$ cat config.mk
export PLATFORM = sky130hd
export DESIGN_NAME = clkstop_grant_ctrl
export DESIGN_NICKNAME = d
export VERILOG_FILES = /design/src/rtl/clkstop_pkg.sv /design/src/rtl/clkstop_entry_timer.sv /design/src/rtl/clkstop_prio_pick.sv /design/src/rtl/clkstop_event_latch.sv /design/src/rtl/clkstop_grant_ctrl.sv
export SDC_FILE = /design/constraint.sdc
export NUM_CORES = 1
export LEC_CHECK = 0
export CORE_MARGIN = 1.5
export CORE_UTILIZATION = 35
export DETAILED_ROUTE_END_ITERATION = 10
export GPL_ROUTABILITY_DRIVEN = 0
export PLACE_DENSITY = 0.64
export REMOVE_ABC_BUFFERS = 1
export SYNTH_ARGS = -nofsm -noshare
export SYNTH_HDL_FRONTEND = slang
export SYNTH_SLANG_ARGS = --single-unit
export TNS_END_PERCENT = 50
$ cat constraint.sdc
create_clock -name clk -period 2.7 [get_ports clk]
set_input_delay 0.27 -clock clk [delete_from_list [all_inputs] [get_ports clk]]
set_output_delay 0.27 -clock clk [all_outputs]
set_load 0.005 [all_outputs]
$ cat src/rtl/clkstop_pkg.sv
package clkstop_pkg;

  typedef enum logic [2:0] {
    ST_NORMAL = 3'd0,
    ST_HALT   = 3'd1,
    ST_ACK    = 3'd2,
    ST_DELAY  = 3'd3,
    ST_GRANT  = 3'd4,
    ST_SNOOP  = 3'd5
  } cs_state_e;

  localparam int EV_INIT  = 0;
  localparam int EV_SMI   = 1;
  localparam int EV_LINT0 = 2;
  localparam int EV_LINT1 = 3;
  localparam int NUM_EV   = 4;

  function automatic logic is_parked(cs_state_e s);
    return (s == ST_GRANT) || (s == ST_SNOOP);
  endfunction

endpackage

$ cat src/rtl/clkstop_entry_timer.sv
module clkstop_entry_timer #(
  parameter int ENTRY_CLKS = 20
) (
  input  logic clk,
  input  logic rst,
  input  logic start,
  input  logic run,
  output logic done
);
  localparam int CW = $clog2(ENTRY_CLKS + 1);
  localparam logic [CW-1:0] LIMIT = CW'(ENTRY_CLKS);

  logic [CW-1:0] cnt_q;

  // cnt_q holds the number of edges seen since the response strobe
  always_ff @(posedge clk) begin
    if (rst)                        cnt_q <= '0;
    else if (start)                 cnt_q <= CW'(1);
    else if (run && cnt_q != LIMIT) cnt_q <= cnt_q + 1'b1;
  end

  assign done = run && (cnt_q == LIMIT);

  assert_count_step_R3: assert property (@(posedge clk) disable iff (rst)
    (run && !done && !start) |=> (cnt_q == $past(cnt_q) + 1'b1));

endmodule

$ cat src/rtl/clkstop_prio_pick.sv
module clkstop_prio_pick #(
  parameter int N = 4
) (
  input  logic [N-1:0] req,
  output logic [N-1:0] gnt
);
  // lowest index wins
  for (genvar i = 0; i < N; i++) begin : g_pick
    if (i == 0) begin : g_top
      assign gnt[i] = req[i];
    end else begin : g_rest
      assign gnt[i] = req[i] & ~(|req[i-1:0]);
    end
  end

endmodule

$ cat src/rtl/clkstop_event_latch.sv
module clkstop_event_latch #(
  parameter int N = 4
) (
  input  logic         clk,
  input  logic         rst,
  input  logic         capture,
  input  logic         drain,
  input  logic [N-1:0] evt,
  output logic [N-1:0] rel
);
  logic [N-1:0] pend_q;
  logic [N-1:0] rel_q;
  logic [N-1:0] gnt;
  logic [N-1:0] take;

  clkstop_prio_pick #(.N(N)) u_pick (
    .req (pend_q),
    .gnt (gnt)
  );

  assign take = drain ? gnt : '0;

  always_ff @(posedge clk) begin
    if (rst) begin
      pend_q <= '0;
      rel_q  <= '0;
    end else begin
      rel_q  <= take;
      pend_q <= (pend_q & ~take) | (capture ? evt : '0);
    end
  end

  assign rel = rel_q;

  assert_release_onehot_R9: assert property (@(posedge clk) disable iff (rst)
    $onehot0(rel_q));

  assert_release_was_pending_R9: assert property (@(posedge clk) disable iff (rst)
    (|rel_q) |-> ((rel_q & ~$past(pend_q)) == '0));

  assert_hold_when_idle_R8: assert property (@(posedge clk) disable iff (rst)
    (!capture && !drain) |=> $stable(pend_q));

endmodule

$ cat src/rtl/clkstop_grant_ctrl.sv
module clkstop_grant_ctrl
  import clkstop_pkg::*;
#(
  parameter int ENTRY_CLKS = 20,
  parameter int NUM_EV     = clkstop_pkg::NUM_EV
) (
  input  logic              clk,
  input  logic              rst,
  input  logic              stop_req,
  input  logic              ack_resp,
  input  logic              snoop_hit,
  input  logic              halt_exec,
  input  logic [NUM_EV-1:0] evt_in,
  output logic [2:0]        state_o,
  output logic              ack_cycle_req,
  output logic [NUM_EV-1:0] evt_rel
);
  cs_state_e state_q = ST_NORMAL;
  cs_state_e state_d;
  logic      from_halt_q, from_halt_d;
  logic      ack_q;
  logic      entry_done;

  clkstop_entry_timer #(.ENTRY_CLKS(ENTRY_CLKS)) u_timer (
    .clk   (clk),
    .rst   (rst),
    .start ((state_q == ST_ACK) && ack_resp),
    .run   (state_q == ST_DELAY),
    .done  (entry_done)
  );

  clkstop_event_latch #(.N(NUM_EV)) u_events (
    .clk     (clk),
    .rst     (rst),
    .capture (is_parked(state_q)),
    .drain   (state_q == ST_NORMAL),
    .evt     (evt_in),
    .rel     (evt_rel)
  );

  always_comb begin
    state_d     = state_q;
    from_halt_d = from_halt_q;
    case (state_q)
      ST_NORMAL: begin
        if (stop_req) begin
          state_d     = ST_ACK;
          from_halt_d = 1'b0;
        end else if (halt_exec) begin
          state_d = ST_HALT;
        end
      end
      ST_HALT: begin
        if (stop_req) begin
          state_d     = ST_ACK;
          from_halt_d = 1'b1;
        end else if (|evt_in) begin
          state_d = ST_NORMAL;
        end
      end
      ST_ACK:   if (ack_resp)   state_d = ST_DELAY;
      ST_DELAY: if (entry_done) state_d = ST_GRANT;
      ST_GRANT: begin
        if (!stop_req) begin
          state_d     = from_halt_q ? ST_HALT : ST_NORMAL;
          from_halt_d = 1'b0;
        end else if (snoop_hit) begin
          state_d = ST_SNOOP;
        end
      end
      ST_SNOOP: state_d = ST_GRANT;
      default:  state_d = ST_NORMAL;
    endcase
  end

  always_ff @(posedge clk) begin
    if (rst) begin
      state_q     <= is_parked(state_q) ? ST_GRANT : ST_NORMAL;
      from_halt_q <= 1'b0;
      ack_q       <= 1'b0;
    end else begin
      state_q     <= state_d;
      from_halt_q <= from_halt_d;
      ack_q       <= (state_d == ST_ACK);
    end
  end

  assign state_o       = state_q;
  assign ack_cycle_req = ack_q;

  assert_ack_flag_R2: assert property (@(posedge clk) disable iff (rst)
    ack_cycle_req == (state_o == 3'd2));

  assert_request_taken_R2: assert property (@(posedge clk) disable iff (rst)
    ((state_q == ST_NORMAL || state_q == ST_HALT) && stop_req) |=> (state_q == ST_ACK));

  assert_delay_hold_R3: assert property (@(posedge clk) disable iff (rst)
    (state_q == ST_DELAY && !entry_done) |=> (state_q == ST_DELAY));

  assert_delay_exit_R3: assert property (@(posedge clk) disable iff (rst)
    (state_q == ST_DELAY && entry_done) |=> (state_q == ST_GRANT));

  assert_leave_normal_R4: assert property (@(posedge clk) disable iff (rst)
    (state_q == ST_GRANT && !stop_req && !from_halt_q) |=> (state_q == ST_NORMAL));

  assert_leave_halt_R5: assert property (@(posedge clk) disable iff (rst)
    (state_q == ST_GRANT && !stop_req && from_halt_q) |=> (state_q == ST_HALT));

  assert_snoop_enter_R6: assert property (@(posedge clk) disable iff (rst)
    (state_q == ST_GRANT && stop_req && snoop_hit) |=> (state_q == ST_SNOOP));

  assert_snoop_turn_R6: assert property (@(posedge clk) disable iff (rst)
    (state_q == ST_SNOOP) |=> (state_q == ST_GRANT));

  assert_release_in_normal_R9: assert property (@(posedge clk) disable iff (rst)
    (|evt_rel) |-> ($past(state_q) == ST_NORMAL));

  assert_halt_wake_R10: assert property (@(posedge clk) disable iff (rst)
    (state_q == ST_HALT && !stop_req && (|evt_in)) |=> (state_q == ST_NORMAL));

endmodule

# Word level (Yosys, flattened, before mapping)
# Index checks and enable logic that the tools add are counted.
[totals]
ff_bits = 18
latchBits = 0
ramBits = 0
romBits = 0
inputBits = 10
out_inout_bits = 8
wordCells = 60
memories = 0
[classes]
addsub = 1
n_mul = 0
div_mod_pow = 0
magnitude_cmp = 0
n_eq_ne = 11
shift = 0
muxes = 20
n_bitwise = 9
n_reduce_logical = 12
[ops]
columns = ["op", "count"]
rows = [
  ["3-bit two-way mux", 10],
  ["3-bit case mux with 6 select lines", 1],
  ["3-bit by 2-bit equality test with 1-bit output (second input constant)", 3],
  ["4-bit two-way mux", 2],
  ["3-bit equality test (second input constant)", 2],
  ["1-bit two-way mux", 6],
  ["2-bit inequality test (second input constant)", 3],
  ["5-bit by 1-bit adder with 5-bit output (second input constant)", 1],
  ["5-bit equality test (second input constant)", 1],
  ["5-bit inequality test (second input constant)", 1],
  ["4-bit bitwise AND", 1],
  ["4-bit inverter", 1],
  ["4-bit bitwise OR", 1],
  ["4-bit AND reduction", 1],
  ["2-bit OR reduction", 2],
  ["4-bit OR reduction", 1],
  ["1-bit bitwise AND", 3],
  ["3-bit by 1-bit equality test with 1-bit output (second input constant)", 1],
  ["1-bit logical AND", 3],
  ["3-bit logical NOT", 1],
  ["1-bit inverter", 3],
  ["1-bit case mux with 3 select lines", 1],
  ["3-bit nonzero test", 1],
  ["3-bit OR reduction", 1],
  ["2 further kinds", 2],
]

# Logic depth before layout (Yosys ltp)
[depth]
depth_word = 7
ltp_mapped = 5
mapped_depth_nobuf = 5

# Hierarchy
# A second synthesis with hierarchy kept.
[hier_totals]
hier_cells = 102
hier_area_um2 = 938.4
[by_module_without_submodules]
columns = ["mod", "instances", "cells_each", "area_each_um2", "seq_area_each_um2"]
rows = [
  ["clkstop_grant_ctrl", 1, 37, 334.1, 100.1],
  ["clkstop_event_latch", 1, 30, 296.5, 160.2],
  ["clkstop_entry_timer", 1, 31, 271.5, 100.1],
  ["clkstop_prio_pick", 1, 4, 36.3, 0.0],
]

# Least setup slack after synthesis
# Ideal clock, no wire load.
[synth_timing]
kind = "reg-to-reg"
from = "reg u_timer.cnt_q[0]"
to = "reg u_timer.cnt_q[3]"
setup_ps = 70
arrival_ps = 1472
required_ps = 2630
setup_slack_ps = 1158
path_stages_with_launch = 6
path_buffers = 0
period_less_slack_ps = 1542
path_cell_list = "dfxtp_1 -> inv_1 -> ha_1 -> and4b_1 -> or4_1 -> a21oi_1"
[synth_between]
elab_chain_cells = 2
elab_cells_between_ends = 3
cone_classes = "add/sub (1); eq/ne (1); reduce/logical (1)"
[synth_rtl]
columns = ["item", "line_no", "source"]
rows = [
  ["start, declared", "clkstop_entry_timer.sv:13", "logic [CW-1:0] cnt_q;"],
  ["start signal, assigned", "clkstop_entry_timer.sv:19", "else if (run && cnt_q != LIMIT) cnt_q <= cnt_q + 1'b1;"],
  ["branches (longest 2 deep; another with 5-bit by 1-bit adder with 5-bit output)", "n/a", ""],
]
# Several ways; the timed one is not identified.
# A chain may end at the register's enable or synchronous reset.

# Final worst setup path
[layout_timing]
from = "reg state_q[2] (netlist: state_o[2])"
to = "out state_o[2]"
[layout_rtl]
columns = ["item", "line_no", "source"]
rows = [
  ["start, declared", "clkstop_grant_ctrl.sv:18", "cs_state_e state_q = ST_NORMAL;"],
  ["start signal, assigned", "clkstop_grant_ctrl.sv:78", "state_q <= is_parked(state_q) ? ST_GRANT : ST_NORMAL;"],
  ["start signal, assigned", "clkstop_grant_ctrl.sv:82", "state_q <= state_d;"],
  ["end, declared", "clkstop_grant_ctrl.sv:14", "output logic [2:0] state_o,"],
]
# No word-level cell between the ends.

==> results.md <==
- Die Footprint: 2810 um^2
- Area grow syn2layout: 25.9%
- CP bufs+invs: 1
- Routed WL: 2020 um
- Peak Freq: 539 MHz
- Max stage delay on crit path: 0.68 ns
- Leak pwr: 0.375 nW
- Final Util: 0.484
- HPWL after detailed placement: 1430 um
- Worst Setup End Kind: primary output
- Synth Flop Type: dfxtp_1
- Die W: 53.0 um
- CTS max path bufs: 2
- DRT Pass-1 Iters: 4
- Placement Rows: 17
- Core Area: 2280 um^2
- # port buffers: 17
- Starting Density: 0.384
- Status: finished, final reports clean
- Top cells by area, synth: dfxtp_1 41%, a21oi_1 5.2%, o21ai_0 5.2%
- Initial antenna violation count: 0
- Cts repair resizes: 0
- WL/cell: 14.0 um
- PD cells: 460 nW/um^2
- Worst-Skew Late Latency: 0.30 ns
- Reg2Reg Depth: 5
- Hold depth: 1
- Actual slew at the worst max-slew pin: 0.549 ns
- H-Tree Depth: 1
- Global-route wire length before repair: 3400 um
- Nets: 129
- Top-count cell post-synth: dfxtp_1
- Setup bufs post-CTS: 0
- Pre-CTS setup slack: 1.02 ns
- Synth Register Bits: 18
- Number of flops mapped to enable cells by yosys: 0
- Yosys top cell area share: 0.412
- Sequential standard cell area: 360 um^2
- Clock slew at reported path FFs: 0.10 ns
- Slew HR: 0.634
- Clock sink count: 18
- Synth Cell Area: 875 um^2
- Slowest CP cell: dfxtp_1
- CP Data Required Time: 2.43 ns
- Top post-synthesis cells by count: 18 x dfxtp_1, 9 x a21oi_1, 9 x o21ai_0, 5 x inv_1, 5 x nand2_1
- Cts bufs inserted: 3
- Final min period: 1.85 ns
- Layout cells sized above 1: 0.0862
- Area of the multi-input gates: 480 um^2
- Crit-path max FO: 17
- Setup TNS: 0 ns
- GR Util All Layers: 0.167
- Cells after Synth: 99
- Warnings from Yosys: 0
- Crit path depth: 1
- Vias in the first global route: 712
- Die height: 53.0 um
- Tcrit/Tclk final: 0.687
- Max-cap violation count: 0
- DRC errors left: 0
- CTS tree: yes
- CTS Hold Buffers Added: 0
- RSZ-0062 raised after global routing: false
- Final Max Tran Viols: 0
- Startpoint types: register
- Critical path data arrival time: 1.58 ns
- # IOs: 18
- Final Skew: 0.00422 ns
- Seq/Total Area, Yosys: 0.412
- # setup viols final: 0
- Crit-path cells: clkdlybuf4s50_1
- Total number of vias: 813
- Cell taking the most area after synthesis: dfxtp_1
- Final Hold Fails: 0
- Drt initial violations: 27
- Post-route antenna net violation count: 0
- Worst hold path class: register to register
- Post-Syn Area per Cell: 8.83 um^2
- Fillers: 222
- CTS root buf: clkbuf_4
- Setup Crit Path Kind: register to primary output
- Vias per cell: 5.65
- Gr ovfl total: 0
- Largest net degree at the start of global routing: 18
- Synth async-reset ratio: 0
- Synth cell types: 36
- ANT cells: 0
- Critical path's top delay family: flip-flops
- Worst vdd ir: 0.294 mV
- Fin worst setup slack: 0.845 ns
-- path summary, 6_finish.rpt --
kind	start	to	slack (ns)
worst max-delay path	state_o[2]	state_o[2]	0.85
worst min-delay path	u_events.pend_q[2]	u_events.rel[3]	0.49
worst max register to register	u_timer.cnt_q[0]	u_timer.cnt_q[3]	1.01
worst min register to register	u_events.pend_q[2]	u_events.rel[3]	0.49
-- sequential cells by signal (all words and copies together), names as in the netlist --
| signal | cells |
|---|---|
| u_events.pend_q | 4 |
| u_events.rel | 4 |
| from_halt_q | 1 |
| state_o | 3 |
| ack_cycle_req | 1 |
| u_timer.cnt_q | 5 |
-- logic make-up after synthesis --
group,Yosys count,synth area share
adders and majority gates,2,0.0286
AOI/OAI and AO/OA,29,0.202
DFF,18,0.412
and+or+nand+nor,38,0.285
muxes,2,0.0243
xor gates and xnor gates,1,0.0100
buffers and inverters,9,0.0386
-- cells in the final DEF (no fill, tap or decap) --
| cell | instances |
|---|---|
| a21oi_1 | 9 |
| a221oi_1 | 1 |
| a22oi_1 | 1 |
| a31o_2 | 1 |
| a31oi_1 | 2 |
| and3_1 | 2 |
| and4b_1 | 1 |
| clkbuf_4 | 3 |
| clkbuf_8 | 1 |
| clkdlybuf4s50_1 | 17 |
| dfxtp_1 | 18 |
| ha_1 | 2 |
| inv_1 | 5 |
| mux2_2 | 1 |
| mux2i_1 | 1 |
| nand2_1 | 5 |
| nand2b_1 | 1 |
| nand3_1 | 3 |
| nand3b_1 | 3 |
| nand4_1 | 1 |
| nand4b_1 | 1 |
| nor2_1 | 3 |
| nor2b_1 | 4 |
| nor3_1 | 1 |
| nor3b_1 | 2 |
| nor4_1 | 3 |
| nor4b_1 | 1 |
| nor4b_2 | 1 |
| o211a_1 | 1 |
| o21ai_0 | 9 |
| o221ai_1 | 1 |
| o31ai_1 | 4 |
| or2_2 | 1 |
| or3_1 | 1 |
| or3_4 | 2 |
| or4_1 | 2 |
| xnor2_1 | 1 |
-- power breakdown --
part / switching, mW / internal [mW]
clock: 0.0843 / 0.0823
combinational: 0.0251 / 0.0335
sequential: 0.0107 / 0.270
total: 0.120 / 0.386
-- layout make-up --
cell class | instances | area share
clock buffer | 4 | 0.0330
timing repair buffer | 17 | 0.155
multi-input combinational | 72 | 0.436
sequential | 18 | 0.327
tap | 28 | 0.0318
inverter | 5 | 0.0170
-- layer usage --
metal  up-vias  wire, um  global-route usage
li1        406         -                   -
met1       378       954               0.220
met2        27       939               0.260
met3         2       115              0.0593
met4         0        13              0.0385
met5         -         0                   0
-- metrics by stage --
step                      instance area (um^2)  instances  hold WS (ns)  power (mW)
final                                     1100        144         0.494       0.506
after global routing                      1100        144         0.498       0.532
after CTS                                 1100        144         0.485       0.511
after detailed placement                  1060        140         0.470       0.345
after global placement                    1060        140         0.466       0.344
after floorplan                            860         95         0.339       0.312
(Power assumes the default switching activity.)
